===== config.mk =====
export PLATFORM = sky130hd
export DESIGN_NAME = hpx_ptr_unit
export DESIGN_NICKNAME = d
export VERILOG_FILES = /design/src/rtl/hpx_pkg.sv /design/src/rtl/hpx_field_decode.sv /design/src/rtl/hpx_index_scale.sv /design/src/rtl/hpx_addr_gen.sv /design/src/rtl/hpx_ptr_unit.sv
export SDC_FILE = /design/constraint.sdc
export NUM_CORES = 1
export LEC_CHECK = 0
export ABC_AREA = 1
export BUFFER_PORTS_ARGS = -buffer_cell sky130_fd_sc_hd__buf_2
export CAP_MARGIN = 20
export CORE_MARGIN = 1
export CORE_UTILIZATION = 47
export DETAILED_ROUTE_END_ITERATION = 10
export GPL_TIMING_DRIVEN = 0
export PLACE_DENSITY = 0.81
export SYNTH_ARGS = -nofsm -noshare
export SYNTH_HDL_FRONTEND = slang
export SYNTH_SLANG_ARGS = --single-unit

===== constraint.sdc =====
create_clock -name vclk -period 2.2
set_clock_uncertainty 0.05 [all_clocks]
set_input_delay 0.11 -clock vclk [all_inputs]
set_output_delay 0.11 -clock vclk [all_outputs]
set_load 0.1 [all_outputs]

===== src/rtl/hpx_pkg.sv =====
`timescale 1ns/1ps
package hpx_pkg;
    localparam int PTR_W   = 20;
    localparam int FIELD_W = 9;
    localparam int IDX_W   = 7;

    typedef enum logic [1:0] {
        SZ_BYTE = 2'd0,
        SZ_WORD = 2'd1,
        SZ_LONG = 2'd2,
        SZ_ALT  = 2'd3
    } acc_size_e;

    typedef struct packed {
        logic                    ptr_mode;
        logic                    sel;
        logic                    upd;
        logic                    post;
        logic signed [IDX_W-1:0] idx;
    } ptr_dec_t;

    typedef struct packed {
        logic [PTR_W-1:0] addr;
        logic             sel;
        logic             we;
        logic [PTR_W-1:0] nxt;
    } ptr_out_t;
endpackage


===== src/rtl/hpx_field_decode.sv =====
`timescale 1ns/1ps
module hpx_field_decode
    import hpx_pkg::*;
(
    input  logic               imm_i,
    input  logic [FIELD_W-1:0] field_i,
    output ptr_dec_t           dec_o
);
    ptr_dec_t dec_d;

    always_comb begin
        dec_d = '0;
        dec_d.ptr_mode = imm_i & field_i[8];
        if (dec_d.ptr_mode) begin
            dec_d.sel = field_i[7];
            dec_d.upd = field_i[6];
            if (!field_i[6]) begin
                // indexed form: 6-bit signed index
                dec_d.idx = {field_i[5], field_i[5:0]};
            end else begin
                dec_d.post = field_i[5];
                // step code zero stands for +16
                if (field_i[4:0] == 5'd0)
                    dec_d.idx = 7'sd16;
                else
                    dec_d.idx = {{2{field_i[4]}}, field_i[4:0]};
            end
        end
    end

    assign dec_o = dec_d;

    // an update step is never zero and stays within -16..+16
    always_comb begin
        if (dec_d.ptr_mode && dec_d.upd) begin
            assert_step_range_R4: assert (dec_d.idx != 7'sd0
                                          && dec_d.idx >= -7'sd16
                                          && dec_d.idx <= 7'sd16)
                else $error("update step out of range");
        end
    end
endmodule


===== src/rtl/hpx_index_scale.sv =====
`timescale 1ns/1ps
module hpx_index_scale
    import hpx_pkg::*;
#(
    parameter int OUT_W = PTR_W,
    parameter int IN_W  = IDX_W
) (
    input  logic signed [IN_W-1:0] idx_i,
    input  logic [1:0]             size_i,
    output logic [OUT_W-1:0]       off_o
);
    localparam int EXT_W = OUT_W - IN_W;

    logic [OUT_W-1:0] ext_d;
    logic [OUT_W-1:0] off_d;

    always_comb begin
        ext_d = {{EXT_W{idx_i[IN_W-1]}}, idx_i};
        case (acc_size_e'(size_i))
            SZ_BYTE: off_d = ext_d;
            SZ_WORD: off_d = ext_d << 1;
            default: off_d = ext_d << 2;
        endcase
    end

    assign off_o = off_d;
endmodule


===== src/rtl/hpx_addr_gen.sv =====
`timescale 1ns/1ps
module hpx_addr_gen
    import hpx_pkg::*;
(
    input  ptr_dec_t           dec_i,
    input  logic [PTR_W-1:0]   off_i,
    input  logic [FIELD_W-1:0] field_i,
    input  logic [PTR_W-1:0]   ptr_a_i,
    input  logic [PTR_W-1:0]   ptr_b_i,
    output ptr_out_t           out_o
);
    ptr_out_t         out_d;
    logic [PTR_W-1:0] base_d;
    logic [PTR_W-1:0] sum_d;

    always_comb begin
        base_d = dec_i.sel ? ptr_b_i : ptr_a_i;
        sum_d  = base_d + off_i;
        out_d  = '0;
        if (!dec_i.ptr_mode) begin
            out_d.addr = {{(PTR_W-FIELD_W){1'b0}}, field_i};
            out_d.nxt  = ptr_a_i;
        end else if (!dec_i.upd) begin
            out_d.sel  = dec_i.sel;
            out_d.addr = sum_d;
            out_d.nxt  = base_d;
        end else begin
            out_d.sel  = dec_i.sel;
            out_d.we   = 1'b1;
            out_d.nxt  = sum_d;
            out_d.addr = dec_i.post ? base_d : sum_d;
        end
    end

    assign out_o = out_d;

    always_comb begin
        if (dec_i.ptr_mode && dec_i.upd && !dec_i.post) begin
            assert_pre_uses_new_R5: assert (out_d.addr == out_d.nxt)
                else $error("pre-modify address differs from new pointer");
        end
        if (dec_i.ptr_mode && dec_i.upd && dec_i.post) begin
            assert_post_uses_old_R6: assert (out_d.addr ==
                                             (dec_i.sel ? ptr_b_i : ptr_a_i))
                else $error("post-modify address differs from old pointer");
        end
    end
endmodule


===== src/rtl/hpx_ptr_unit.sv =====
`timescale 1ns/1ps
module hpx_ptr_unit
    import hpx_pkg::*;
(
    input  logic               imm_i,
    input  logic [8:0]         field_i,
    input  logic [1:0]         size_i,
    input  logic [19:0]        ptr_a_i,
    input  logic [19:0]        ptr_b_i,
    output logic               ptr_mode_o,
    output logic [19:0]        addr_o,
    output logic               ptr_sel_o,
    output logic               ptr_we_o,
    output logic [19:0]        ptr_next_o
);
    ptr_dec_t         dec_q;
    logic [PTR_W-1:0] off_q;
    ptr_out_t         out_q;

    hpx_field_decode u_dec (
        .imm_i   (imm_i),
        .field_i (field_i),
        .dec_o   (dec_q)
    );

    hpx_index_scale #(.OUT_W(PTR_W), .IN_W(IDX_W)) u_scale (
        .idx_i  (dec_q.idx),
        .size_i (size_i),
        .off_o  (off_q)
    );

    hpx_addr_gen u_agen (
        .dec_i   (dec_q),
        .off_i   (off_q),
        .field_i (field_i),
        .ptr_a_i (ptr_a_i),
        .ptr_b_i (ptr_b_i),
        .out_o   (out_q)
    );

    assign ptr_mode_o = dec_q.ptr_mode;
    assign addr_o     = out_q.addr;
    assign ptr_sel_o  = out_q.sel;
    assign ptr_we_o   = out_q.we;
    assign ptr_next_o = out_q.nxt;

    always_comb begin
        if (!(imm_i && field_i[8])) begin
            assert_plain_pass_R1: assert (!ptr_we_o && !ptr_mode_o
                                          && addr_o == {11'b0, field_i}
                                          && ptr_next_o == ptr_a_i)
                else $error("plain operand not passed through");
        end else begin
            assert_select_R2: assert (ptr_sel_o == field_i[7])
                else $error("pointer select mismatch");
            if (!field_i[6]) begin
                assert_index_no_write_R3: assert (!ptr_we_o && ptr_next_o ==
                                                  (field_i[7] ? ptr_b_i : ptr_a_i))
                    else $error("indexed form altered pointer");
            end
        end
    end
endmodule


==> metrics.csv, run 1 <==
stage,metric,value,unit
floorplan,chipHeight,73.1,microns
global_route,grt_util_all_layers,71.1,%
logic_synthesis,yosys_warnings,0,
global_route,grt_max_degree,11,
logic_synthesis,yosysUniqueCellTypes,34,
logic_synthesis,netlist_top_cells_count,"218 x nand2_1, 73 x inv_1, 33 x nand3_1",
global_route,grt-ovfl-total,22,
global_route,grt_pass1_wl,28300,microns
floorplan,io_pins,95,
logic_synthesis,syn_nets,564,
logic_synthesis,yosys-top-cells-area,"nand2_1 34%, inv_1 12%, ha_1 10%",
logic_synthesis,yosysMostFrequentCell,nand2_1,
global_route,grt_pass1_vias,5356,
placement,dp_hpwl,7260,microns
logic_synthesis,synth_area,2380,sq um
placement,dp_slack,-0.944,ns
floorplan,start_util,49.6,%
logic_synthesis,synth_area_leader_cell,nand2_1,
logic_synthesis,synth_top_area_share,34.4,%
logic_synthesis,avgSynthCellArea,4.83,sq um
run_status,run_status,did not finish,
placement,port_buffers,95,
run_status,error_line,[ERROR GRT-0116] Global routing finished with congestion. Check the congestion regions in the DRC Viewer.,
floorplan,rows,25,
placement,gp_congestion,0.948,
floorplan,die_w,73.1,microns
logic_synthesis,ys_seq_area_share,0,%
logic_synthesis,synth_cells,492,
run_status,haltStage,global routing,
cells by family after synthesis:
logic type / share of synthesized area (%)
fa+ha+maj: 10.8
xor+xnor: 2.58
simple gates: 52.9
buf+inv: 15.4
compound gates: 18.2
stage by stage:
step | instance area [sq um] | std cells
3_3_place_gp | 3370 | 654
3_5_place_dp | 3370 | 654
2_1_floorplan | 2810 | 492
4_1_cts | 4600 | 681
repair_timing:
item	CTS
pin swaps	51
resized for setup	265
hold buffers	0
setup endpoints to repair	38
buffers inserted	27
routing by layer:
| layer | track usage [%] | overflow |
|---|---|---|
| met1 | 67.9 | 0 |
| met2 | 92.9 | 10 |
| met3 | 51.9 | 0 |
| met4 | 76.0 | 12 |
| met5 | 12.1 | 0 |
==> inputs of run 2 (changes only) <==
CORE_UTILIZATION = 40   (was 47)
PLACE_DENSITY = unset   (was 0.81)
PLACE_DENSITY_LB_ADDON = 0.15   (was unset)
clock period = 2.86 ns   (was 2.2 ns; I/O delays follow)
==> metrics.csv, run 2 <==
stage,metric,value,unit,change
pwr,total_power,1.16,mW,
floorplan,io_pins,95,,unchanged
pwr,p_leak,2.14,nW,
floorplan,chipHeight,79.1,microns,was 73.1 microns
detailed_routing,drtPass1Iterations,5,,
min_path,hold_path_end,addr_o[8],,
logic_synthesis,syn_nets,564,,unchanged
floorplan,rows,27,,was 25
setup_path,crit_slowest_cell,ha_2,,
floorplan,core-area,5610,sq um,
timing,rsz0062_at_grt,true,,
finish,fin_nets,670,,
cts,hold_buffers,0,,unchanged
logic_synthesis,yosys_warnings,0,,unchanged
timing,hold_viol,0,,
global_route,grt-ovfl-total,0,,
setup_path,crit_chain,clkbuf_4 -> nand3_1 -> buf_2 -> or2_1 -> o21ai_2 -> inv_2 -> ha_2 -> nand3_1 -> nand3_2 -> nand2_1 -> nand2_1 -> xor2_1 -> nor2_1 -> o21ai_2 -> buf_6,,
global_route,grt.met3_usage,1.61,%,
floorplan,start_util,42.4,%,was 49.6%
global_route,grt_max_degree,11,,
timing,fin_crit,2.77,ns,
detailed_routing,route.detailed.drc,0,,
run_status,run_status,"finished, final reports clean",,was did not finish
detailed_routing,ant_nets,0,,
logic_synthesis,yosys-top-cells-area,"nand2_1 34%, inv_1 12%, ha_1 10%",,unchanged
setup_path,critPathKind,input port to output port,,
detailed_routing,drtIter0Drc,309,,
logic_synthesis,yosysMostFrequentCell,nand2_1,,unchanged
setup_path,required,2.67,ns,
global_route,globalRouteMet1Util,40.9,%,
finish,nClkBuffers,0,,
timing,drv_slew,0,,
global_route,grt_pass1_vias,2998,,
global_route,grt_util_all_layers,27.7,%,
min_path,min-delay-path-class,input port to output port,,
logic_synthesis,synth_area_leader_cell,nand2_1,,unchanged
logic_synthesis,avgSynthCellArea,4.83,sq um,unchanged
pwr,pwr_density_cell,331,nW/um^2,
timing,tightest_slew,0.598,ns,
placement,gp_congestion,0.916,,was 0.948
setup_path,critPathArrivalTime,2.57,ns,
timing,setup_viol,0,,
detailed_routing,avgViaCountPerCell,5.24,,
global_route,grt_pass1_wl,14000,microns,
finish,drive_gt1_share,29.5,%,
finish,final_core_util,62.5,%,
pwr,ir_drop,213,uV,
setup_path,critPathTopFamily,simple AND/OR/NAND/NOR gates,,
min_path,hold_start,field_i[8],,
logic_synthesis,synth_cells,492,,unchanged
floorplan,die_w,79.1,microns,was 73.1 microns
finish,layout_commonest_cell,nand2_1,,
setup_path,cp_max_fo,10,,
global_route,grtUsageMet2,46.0,%,
finish,multi_input_area,2240,sq um,
finish,antennaDiodeCount,0,,
finish,final_cell_mix,"208 x nand2_1, 72 x inv_1, 69 x buf_2",,
min_path,hold-path-cell-count,3,,
global_route,gr-max-usage-layer,met2,,
detailed_routing,drt_wl_total,9210,microns,
placement,dp_hpwl,7180,microns,was 7260 microns
timing,relSlewSlack,60.2,%,
job,drv_cap,0,,
setup_path,cp_num_buf_inv,4,,
finish,seq_area,0,sq um,
logic_synthesis,netlist_top_cells_count,"218 x nand2_1, 73 x inv_1, 33 x nand3_1",,unchanged
floorplan,dieArea,6250,sq um,
timing,fmax,361,MHz,
detailed_routing,dr_total_vias,3500,,
setup_path,critPathMaxStageDelay,0.38,ns,
setup_path,cp-end-kind,output port,,
logic_synthesis,yosysUniqueCellTypes,34,,unchanged
global_route,antenna_found_initial,0,,
logic_synthesis,synth_area,2380,sq um,unchanged
detailed_routing,wl_per_cell,13.8,microns,
timing,min_period_over_period,96.8,%,
finish,fillers,548,,
finish,design.seq.count,0,,
placement,port_buffers,95,,unchanged
setup_path,cp-start-kind,input port,,
logic_synthesis,ys_seq_area_share,0,%,unchanged
logic_synthesis,synth_top_area_share,34.4,%,unchanged
finish,syn_to_final_growth,47.6,%,
==> run 2: cell counts after synthesis <==
Identical to the previous run, type by type.
==> run 2: cells by family (layout without fill, tap and decap cells) <==
family	after synthesis	after routing	synth area share (%)
and+or+nand+nor	300	300	52.9
buffers and inverters	88	192	15.4
AOI/OAI and AO/OA	77	77	18.2
adders and majority gates	20	20	10.8
xor gates and xnor gates	7	7	2.58
==> run 2: worst min-delay path: stages <==
cell,delay (ns)
buf_4,0.15
o21a_2,0.12
buf_6,0.17
==> run 2: what timing repair did <==
| action | CTS | global route |
|---|---|---|
| setup buffers | 3 | 6 |
| hold endpoints to repair | 0 | 0 |
| cloned | 0 | 0 |
| pin swaps | 5 | 5 |
| resized for setup | 57 | 60 |
| endpoints found under the setup margin | 34 | 32 |
==> run 2: how the worst max path moves through the flow <==
| stage | slack, ns | depth (start not counted) | from | end |
|---|---|---|---|---|
| after detailed placement | -0.52 | 17 | imm_i | addr_o[6] |
| final | 0.09 | 15 | imm_i | addr_o[5] |
| after global routing | -0.07 | 15 | imm_i | addr_o[5] |
| after CTS | 0.003 | 18 | imm_i | addr_o[18] |
| after global placement | -0.48 | 17 | imm_i | addr_o[6] |
| after floorplan | -0.16 | 15 | imm_i | addr_o[4] |
==> run 2: area by class of cell <==
| cell class | instances | area share [%] |
|---|---|---|
| inverter | 76 | 8.28 |
| multi-input combinational | 404 | 64.0 |
| buffer | 12 | 2.61 |
| timing repair buffer | 104 | 22.5 |
| tap | 72 | 2.57 |
==> run 2: report_power, final <==
part,internal [mW],leakage (nW),switching (mW),total [mW]
Clock,0,0,0,0
Combinational,0.325,2.14,0.836,1.16
Sequential,0,0,0,0
==> run 2: metrics by stage <==
step	cell area (sq um)	setup TNS, ns	hold slack [ns]	std cells	worst slack (ns)
3_5_place_dp	3020	-8.29	0.764	659	-0.522
6_report	3510	0	0.680	668	0.0925
5_1_grt	3510	-0.349	0.680	668	-0.0682
2_1_floorplan	2450	-0.156	0.513	492	-0.156
3_3_place_gp	3020	-7.36	0.765	659	-0.477
4_1_cts	3230	0	0.674	662	0.00332
==> run 2: per-layer routing <==
layer  vias to the layer above  wire [microns]
li1                       1753               -
met1                      1580            4250
met2                       157            4140
met3                        10             753
met4                         0              63
met5                         -               0
(Power assumes the default switching activity.)
